## src/rtl/csr_bank_pkg.sv

```systemverilog
package csr_bank_pkg;

  localparam int unsigned WORD_W = 32;
  localparam int unsigned LANES  = WORD_W / 8;

  typedef enum logic [2:0] {
    SEL_CFG  = 3'd0,
    SEL_STAT = 3'd1,
    SEL_TRIG = 3'd2,
    SEL_FLAG = 3'd3,
    SEL_ARM  = 3'd4,
    SEL_RC   = 3'd5,
    SEL_GO   = 3'd6,
    SEL_NONE = 3'd7
  } sel_e;

  typedef enum logic [1:0] {
    RESP_OKAY   = 2'b00,
    RESP_SLVERR = 2'b10,
    RESP_DECERR = 2'b11
  } resp_e;

  typedef struct packed {
    logic [WORD_W-1:0] cfg;
    logic [WORD_W-1:0] flag;
    logic [WORD_W-1:0] arm;
    logic [WORD_W-1:0] rc;
    logic [WORD_W-1:0] go;
  } regs_t;

  // Word-aligned offsets 0x00..0x18 map to one register each; all else is unmapped.
  function automatic sel_e decode_addr(input logic [31:0] addr);
    sel_e s;
    s = SEL_NONE;
    if (addr[1:0] == 2'b00) begin
      case (addr[31:2])
        30'd0:   s = SEL_CFG;
        30'd1:   s = SEL_STAT;
        30'd2:   s = SEL_TRIG;
        30'd3:   s = SEL_FLAG;
        30'd4:   s = SEL_ARM;
        30'd5:   s = SEL_RC;
        30'd6:   s = SEL_GO;
        default: s = SEL_NONE;
      endcase
    end
    return s;
  endfunction

  function automatic logic [WORD_W-1:0] lane_mask(input logic [LANES-1:0] strb);
    logic [WORD_W-1:0] m;
    for (int i = 0; i < int'(LANES); i++) begin
      m[i*8 +: 8] = {8{strb[i]}};
    end
    return m;
  endfunction

endpackage

```

## src/rtl/csr_wr_chan.sv

```systemverilog
module csr_wr_chan
  import csr_bank_pkg::*;
#(
  parameter int unsigned ADDR_W       = 8,
  parameter bit          RO_WR_SLVERR = 1'b1
) (
  input  logic              clk,
  input  logic              rst_n,
  input  logic [ADDR_W-1:0] awaddr,
  input  logic              awvalid,
  output logic              awready,
  input  logic [WORD_W-1:0] wdata,
  input  logic [LANES-1:0]  wstrb,
  input  logic              wvalid,
  output logic              wready,
  output logic              bvalid,
  output logic [1:0]        bresp,
  input  logic              bready,
  output sel_e              wr_sel,
  output logic [WORD_W-1:0] wr_mask,
  output logic [WORD_W-1:0] wr_bits
);

  logic  pend_q;
  resp_e resp_q;
  resp_e resp_d;
  logic  fire;
  sel_e  sel;

  // Address and data are taken together, only while no response waits.
  assign fire    = awvalid && wvalid && !pend_q;
  assign awready = wvalid && !pend_q;
  assign wready  = awvalid && !pend_q;

  assign sel     = decode_addr(32'(awaddr));
  assign wr_sel  = fire ? sel : SEL_NONE;
  assign wr_mask = lane_mask(wstrb);
  assign wr_bits = wdata & wr_mask;

  always_comb begin
    if (sel == SEL_NONE) begin
      resp_d = RESP_DECERR;
    end else if ((sel == SEL_STAT) && RO_WR_SLVERR) begin
      resp_d = RESP_SLVERR;
    end else begin
      resp_d = RESP_OKAY;
    end
  end

  always_ff @(posedge clk) begin
    if (!rst_n) begin
      pend_q <= 1'b0;
      resp_q <= RESP_OKAY;
    end else if (fire) begin
      pend_q <= 1'b1;
      resp_q <= resp_d;
    end else if (bready) begin
      pend_q <= 1'b0;
    end
  end

  assign bvalid = pend_q;
  assign bresp  = resp_q;

endmodule

```

## src/rtl/csr_rd_chan.sv

```systemverilog
module csr_rd_chan
  import csr_bank_pkg::*;
#(
  parameter int unsigned ADDR_W = 8
) (
  input  logic              clk,
  input  logic              rst_n,
  input  logic [ADDR_W-1:0] araddr,
  input  logic              arvalid,
  output logic              arready,
  output logic [WORD_W-1:0] rdata,
  output logic [1:0]        rresp,
  output logic              rvalid,
  input  logic              rready,
  input  regs_t             regs,
  input  logic [WORD_W-1:0] status,
  output sel_e              rd_sel
);

  logic              pend_q;
  logic [WORD_W-1:0] data_q;
  resp_e             resp_q;
  logic [WORD_W-1:0] data_d;
  logic              fire;
  sel_e              sel;

  assign fire    = arvalid && !pend_q;
  assign arready = !pend_q;
  assign sel     = decode_addr(32'(araddr));
  assign rd_sel  = fire ? sel : SEL_NONE;

  // Read path: what each register shows, independent of its write rule.
  always_comb begin
    case (sel)
      SEL_CFG:  data_d = regs.cfg;
      SEL_STAT: data_d = status;
      SEL_FLAG: data_d = regs.flag;
      SEL_ARM:  data_d = regs.arm;
      SEL_RC:   data_d = regs.rc;
      SEL_GO:   data_d = regs.go;
      default:  data_d = '0;
    endcase
  end

  always_ff @(posedge clk) begin
    if (!rst_n) begin
      pend_q <= 1'b0;
      data_q <= '0;
      resp_q <= RESP_OKAY;
    end else if (fire) begin
      pend_q <= 1'b1;
      data_q <= data_d;
      resp_q <= (sel == SEL_NONE) ? RESP_DECERR : RESP_OKAY;
    end else if (rready) begin
      pend_q <= 1'b0;
    end
  end

  assign rvalid = pend_q;
  assign rdata  = data_q;
  assign rresp  = resp_q;

endmodule

```

## src/rtl/csr_regfile.sv

```systemverilog
module csr_regfile
  import csr_bank_pkg::*;
#(
  parameter logic [31:0] CFG_RESET = 32'h0
) (
  input  logic              clk,
  input  logic              rst_n,
  input  sel_e              wr_sel,
  input  logic [WORD_W-1:0] wr_mask,
  input  logic [WORD_W-1:0] wr_bits,
  input  sel_e              rd_sel,
  input  logic [WORD_W-1:0] evt_set,
  input  logic [WORD_W-1:0] arm_clr,
  input  logic [WORD_W-1:0] rc_evt,
  input  logic [WORD_W-1:0] done,
  output regs_t             regs,
  output logic [WORD_W-1:0] trig
);

  regs_t             q;
  logic [WORD_W-1:0] trig_q;
  logic [WORD_W-1:0] ones_cfg, ones_trig, ones_flag, ones_arm, ones_go;

  // Write path: per register, the lane-enabled ones only when that register is hit.
  assign ones_cfg  = (wr_sel == SEL_CFG)  ? wr_bits : '0;
  assign ones_trig = (wr_sel == SEL_TRIG) ? wr_bits : '0;
  assign ones_flag = (wr_sel == SEL_FLAG) ? wr_bits : '0;
  assign ones_arm  = (wr_sel == SEL_ARM)  ? wr_bits : '0;
  assign ones_go   = (wr_sel == SEL_GO)   ? wr_bits : '0;

  // Plain storage: only enabled lanes take new data.
  always_ff @(posedge clk) begin
    if (!rst_n) q.cfg <= CFG_RESET;
    else if (wr_sel == SEL_CFG) q.cfg <= (q.cfg & ~wr_mask) | ones_cfg;
  end

  // Clear-by-one flags: the hardware set is applied last so it wins.
  always_ff @(posedge clk) begin
    if (!rst_n) q.flag <= '0;
    else        q.flag <= (q.flag & ~ones_flag) | evt_set;
  end

  // Set-by-one enables: the software set is applied last so it wins.
  always_ff @(posedge clk) begin
    if (!rst_n) q.arm <= '0;
    else        q.arm <= (q.arm & ~arm_clr) | ones_arm;
  end

  // Clear-on-read events: cleared on the address handshake, new events survive.
  always_ff @(posedge clk) begin
    if (!rst_n)                q.rc <= '0;
    else if (rd_sel == SEL_RC) q.rc <= rc_evt;
    else                       q.rc <= q.rc | rc_evt;
  end

  // Self-clearing start bits: done clears, a new start in the same cycle wins.
  always_ff @(posedge clk) begin
    if (!rst_n) q.go <= '0;
    else        q.go <= (q.go & ~done) | ones_go;
  end

  // Trigger pulses last one cycle.
  always_ff @(posedge clk) begin
    if (!rst_n) trig_q <= '0;
    else        trig_q <= ones_trig;
  end

  assign regs = q;
  assign trig = trig_q;

endmodule

```

## src/rtl/csr_typed_bank.sv

```systemverilog
module csr_typed_bank
  import csr_bank_pkg::*;
#(
  parameter int unsigned ADDR_W       = 8,
  parameter bit          RO_WR_SLVERR = 1'b1,
  parameter logic [31:0] CFG_RESET    = 32'h0
) (
  input  logic              clk,
  input  logic              rst_n,
  input  logic [ADDR_W-1:0] s_awaddr,
  input  logic              s_awvalid,
  output logic              s_awready,
  input  logic [31:0]       s_wdata,
  input  logic [3:0]        s_wstrb,
  input  logic              s_wvalid,
  output logic              s_wready,
  output logic [1:0]        s_bresp,
  output logic              s_bvalid,
  input  logic              s_bready,
  input  logic [ADDR_W-1:0] s_araddr,
  input  logic              s_arvalid,
  output logic              s_arready,
  output logic [31:0]       s_rdata,
  output logic [1:0]        s_rresp,
  output logic              s_rvalid,
  input  logic              s_rready,
  input  logic [31:0]       hw_status_i,
  input  logic [31:0]       evt_set_i,
  input  logic [31:0]       arm_clr_i,
  input  logic [31:0]       rc_evt_i,
  input  logic [31:0]       done_i,
  output logic [31:0]       cfg_o,
  output logic [31:0]       trig_o,
  output logic [31:0]       arm_o,
  output logic [31:0]       go_o
);

  sel_e              wr_sel;
  sel_e              rd_sel;
  logic [WORD_W-1:0] wr_mask;
  logic [WORD_W-1:0] wr_bits;
  regs_t             regs;

  csr_wr_chan #(.ADDR_W(ADDR_W), .RO_WR_SLVERR(RO_WR_SLVERR)) u_wr (
    .clk(clk), .rst_n(rst_n),
    .awaddr(s_awaddr), .awvalid(s_awvalid), .awready(s_awready),
    .wdata(s_wdata), .wstrb(s_wstrb), .wvalid(s_wvalid), .wready(s_wready),
    .bvalid(s_bvalid), .bresp(s_bresp), .bready(s_bready),
    .wr_sel(wr_sel), .wr_mask(wr_mask), .wr_bits(wr_bits)
  );

  csr_rd_chan #(.ADDR_W(ADDR_W)) u_rd (
    .clk(clk), .rst_n(rst_n),
    .araddr(s_araddr), .arvalid(s_arvalid), .arready(s_arready),
    .rdata(s_rdata), .rresp(s_rresp), .rvalid(s_rvalid), .rready(s_rready),
    .regs(regs), .status(hw_status_i), .rd_sel(rd_sel)
  );

  csr_regfile #(.CFG_RESET(CFG_RESET)) u_regs (
    .clk(clk), .rst_n(rst_n),
    .wr_sel(wr_sel), .wr_mask(wr_mask), .wr_bits(wr_bits), .rd_sel(rd_sel),
    .evt_set(evt_set_i), .arm_clr(arm_clr_i), .rc_evt(rc_evt_i), .done(done_i),
    .regs(regs), .trig(trig_o)
  );

  assign cfg_o = regs.cfg;
  assign arm_o = regs.arm;
  assign go_o  = regs.go;

endmodule

```

## config.mk

```make
export PLATFORM = sky130hd
export DESIGN_NAME = csr_typed_bank
export DESIGN_NICKNAME = d
export VERILOG_FILES = /design/src/rtl/csr_bank_pkg.sv /design/src/rtl/csr_wr_chan.sv /design/src/rtl/csr_rd_chan.sv /design/src/rtl/csr_regfile.sv /design/src/rtl/csr_typed_bank.sv
export SDC_FILE = /design/constraint.sdc
export NUM_CORES = 1
export LEC_CHECK = 0
export BUFFER_PORTS_ARGS = -buffer_cell sky130_fd_sc_hd__clkbuf_2
export CAP_MARGIN = 0
export CORE_MARGIN = 3
export CORE_UTILIZATION = 50
export CTS_CLUSTER_SIZE = 40
export DETAILED_ROUTE_END_ITERATION = 10
export GPL_ROUTABILITY_DRIVEN = 0
export GPL_TIMING_DRIVEN = 0
export HOLD_SLACK_MARGIN = 0.15
export PLACE_DENSITY = 0.83
export SLEW_MARGIN = 15
export SYNTH_ARGS = -nofsm -noshare
export SYNTH_HDL_FRONTEND = slang
export SYNTH_HIERARCHICAL = 1
export SYNTH_SLANG_ARGS = --single-unit
```

## constraint.sdc

```tcl
create_clock -name clk -period 2.5 [get_ports clk]
set_input_delay 0.5 -clock clk [delete_from_list [all_inputs] [get_ports clk]]
set_output_delay 0.5 -clock clk [all_outputs]
set_load 0.01 [all_outputs]
```

==> run_results.csv <==
group,metric,value,unit
flow_run,drv_cap,0,
layout,fin_cells,1901,
layout,area_growth,28.4,%
logic_synthesis,synthXorXnorAreaFrac,0.164,%
sta,skew,0.0147,ns
clocking,h-tree-depth,1,
placed_design,placed_area,0.0129,mm^2
worst_setup_path,critPathSlowestCell,"clkbuf_1",
logic_synthesis,synth_cell_types,46,
logic_synthesis,muxShareOfSynthArea,6.38,%
sta,fin_crit,2.40,ns
clocking,clock_path_buffers,3,
logic_synthesis,synth_ff_type,"dfxtp_1",
min_path,hp-class,"in -> reg",
logic_synthesis,yosysSeqAreaShare,43.0,%
global_routing,grt_pass1_vias,11107,
die,die_w,152,um
worst_setup_path,worst_setup_path_start_kind,"flop",
drt,dr.pass1.iters,6,
clocking,cts_sinks,229,
global_routing,grt_max_degree,20,
global_routing,grt_overflow_total,0,
drt,avgRoutedWirePerCell,22.0,um
die,rows,52,
power_and_ir_drop,p_leak,5.89,nW
layout,finish.instance_area,0.0137,mm^2
clocking,path_clk_slew,0.06,ns
placed_design,placed_cells,1862,
layout,drive_gt1_share,30.6,%
worst_setup_path,cp_max_fo,10,
logic_synthesis,synth-adder-area-share,0,%
clocking,hold_buffers,0,
sta,rsz0062_at_grt,"false",
global_routing,grt_pass1_wl,62.9,mm
worst_setup_path,cp_data_arrival_time,2.76,ns
clocking,clk_latency,0.52,ns
worst_setup_path,critical_path.top_delay_family,"simple AND/OR/NAND/NOR gates",
sta,slew_headroom,33.0,%
die,die_area,0.0231,mm^2
worst_setup_path,cp_data_required_time,2.86,ns
logic_synthesis,syn_nets,1425,
worst_setup_path,worst_path_largest_cell_delay,0.56,ns
die,die_h,152,um
logic_synthesis,syn_inst,1206,
global_routing,track_usage,33.8,%
worst_setup_path,crit_buf_inv,2,
sta,layout_worst_path_cycle_share,95.8,%
clocking,numCtsBuffers,25,
logic_synthesis,synth_edf_count,0,
sta,fmax,0.418,GHz
drt,drc_errors,0,
placed_design,dp_hpwl,31.3,mm
logic_synthesis,synth_compound_area_share,18.8,%
clocking,cts-root-buf,"clkbuf_16",
sta,fin_setup_tns,0,ns
sta,tightest_slew,0.998,ns
die,initial_utilization,51.9,%
die,core,0.0206,mm^2
power_and_ir_drop,max-vdd-ir-drop,0.390,mV
die,io_pins,388,
sta,setup_viol,0,
sta,whs,0.227,ns
logic_synthesis,avgSynthCellArea,8.84,um^2
logic_synthesis,synth_area,0.0107,mm^2
sta,slew_viol_final,0,
power_and_ir_drop,power_density,587,mW/mm^2
logic_synthesis,synth_seq_cells,229,
drt,antenna_left,0,
clocking,cts_setup_buffers,0,
run_status,status,"completed",
sta,final_hold_viol_count,0,
logic_synthesis,synth_simple_gate_area_share,22.7,%
drt,drt_iter0_drc,990,
logic_synthesis,synth_top_family_by_area,"simple AND/OR/NAND/NOR gates",
drt,dr_total_vias,11286,
worst_setup_path,crit_type,"reg -> reg",
worst_setup_path,crit_chain,"and3b_1, nor3b_4, nand2b_1, buf_2, nand3b_1, clkbuf_1, o21ai_0",
logic_synthesis,ys_warn_count,6,
drt,avgViaCountPerCell,5.94,
drt,drt-total-wl,41.8,mm
global_routing,antenna_found_initial,0,
layout,n_antenna_cell,0,
placed_design,portBuffers,386,
worst_setup_path,critPathCaptureType,"flop",
layout,nets,1836,
logic_synthesis,synth-async-reset-ratio,0,%
clocking,cts_tree,"done",
## worst paths after layout
| path | startpoint | endpoint | slack (ns) | depth (start not counted) |
|---|---|---|---|---|
| max | u_wr/bvalid | u_regs/regs[7] | 0.10 | 7 |
| max reg2reg | u_wr/bvalid | u_regs/regs[7] | 0.10 | 7 |
| min reg2reg | u_regs/regs[155] | u_regs/regs[155] | 0.48 | 2 |
| min | evt_set_i[1] | u_regs/regs[97] | 0.23 | 3 |
## stage by stage
stage	total power [W]	setup slack [ns]	util, %
floorplan	0.00420	0.191	-
global placement	0.00456	-0.422	62.9
detailed placement	0.00458	-0.526	62.9
CTS	0.00803	0.0799	66.6
global route	0.00827	0.00175	66.6
finish	0.00804	0.105	66.6
## cell families after synthesis
family                 Yosys count
XOR/XNOR                         2
flip-flops                     229
multiplexers                    64
buffers and inverters          198
AO/OA/AOI/OAI                  329
AND/OR/NAND/NOR                384
## placed cells by master (no fill, tap or decap), drive strengths merged, types with 2 or more instances in the layout
cell    netlist  final
a21oi        32     32
a221oi       32     32
a31oi        34     34
and2         96     96
and3b         2      2
buf          66     66
clkbuf       65    483
clkinv        0      6
dfxtp       229    229
inv          67     67
mux2         32     32
mux2i        32     32
nand2        98     98
nand2b        4      4
nand3b       65     65
nor2         35     35
nor2b         3      3
nor4b        33     33
nor4bb       32     32
o21ai       163    163
o22ai        32     32
o32ai        32     32
or2           2      2
or3           5      5
xnor2         2      2
## layer usage
| metal | vias to the layer above | GRT usage (%) | share of wire [%] |
|---|---|---|---|
| li1 | 5108 | - | - |
| met1 | 5309 | 41.6 | 38 |
| met2 | 751 | 57.7 | 48 |
| met3 | 118 | 7.14 | 10 |
| met4 | 0 | 13.5 | 4.2 |
| met5 | - | 0 | 0 |
## registers in the layout (all words and copies together) (netlist names)
signal,cells
u_regs/trig,32
u_rd/rdata,32
u_wr/bvalid,1
u_wr/bresp,2
u_rd/rvalid,1
u_rd/rresp,1
u_regs/regs,160
## worst register-to-register path, delay by kind of cell, from the launching register on
family	cells	cell delay, ns
AOI/OAI and AO/OA	1	0.19
and+or+nand+nor	4	0.95
buffers and inverters	2	0.76
DFF	1	0.34
## area by class of cell
| class | instances | area (um^2) |
|---|---|---|
| repair buffers | 386 | 1930 |
| well taps | 270 | 338 |
| flip-flops and latches | 229 | 4580 |
| clock buffers | 34 | 699 |
| clock inverters | 7 | 60.1 |
| plain buffers | 129 | 699 |
| multi-input cells | 779 | 5130 |
| fillers | 1701 | 6870 |
| inverters | 67 | 251 |
## synth_stat cells (2+ instances only)
master    count  share of area [%]
o32ai_1      32                2.6
buf_1         7               0.25
mux2i_1      32                3.0
and2_1       96                5.6
clkbuf_2      2              0.094
or3_1         3               0.18
dfxtp_1     229                 43
mux2_1       29                3.1
nor4bb_1     32                3.0
a31oi_1      34                2.0
nand3b_1     65                4.6
inv_1        67                2.4
nand2b_1      4               0.23
xnor2_1       2               0.16
mux2_2        3               0.32
a221oi_1     32                2.6
and3b_1       2               0.16
buf_2        18               0.84
o22ai_1      32                1.9
nor2b_1       3               0.18
buf_4        33                2.3
clkbuf_1     63                2.2
nor2_1       35                1.2
o21ai_0     129                6.1
buf_6         8               0.84
nor4b_1      32                2.6
o21ai_1      34                1.6
nand2_1      98                3.4
or3_4         2               0.21
a21oi_1      32                1.5
## where the power goes
part           total (W)  leakage, nW  switching, W  internal, W
registers        0.00378         1.87     0.0000474      0.00373
logic           0.000741         3.65      0.000415     0.000326
clock network    0.00352        0.380       0.00148      0.00204
total            0.00804         5.89       0.00194      0.00609
## repair_timing
action,CTS,global route
setup endpoints to repair,30,31
pin swaps,0,0
resized for setup,2,4
Power figures use the tool's default switching activity.
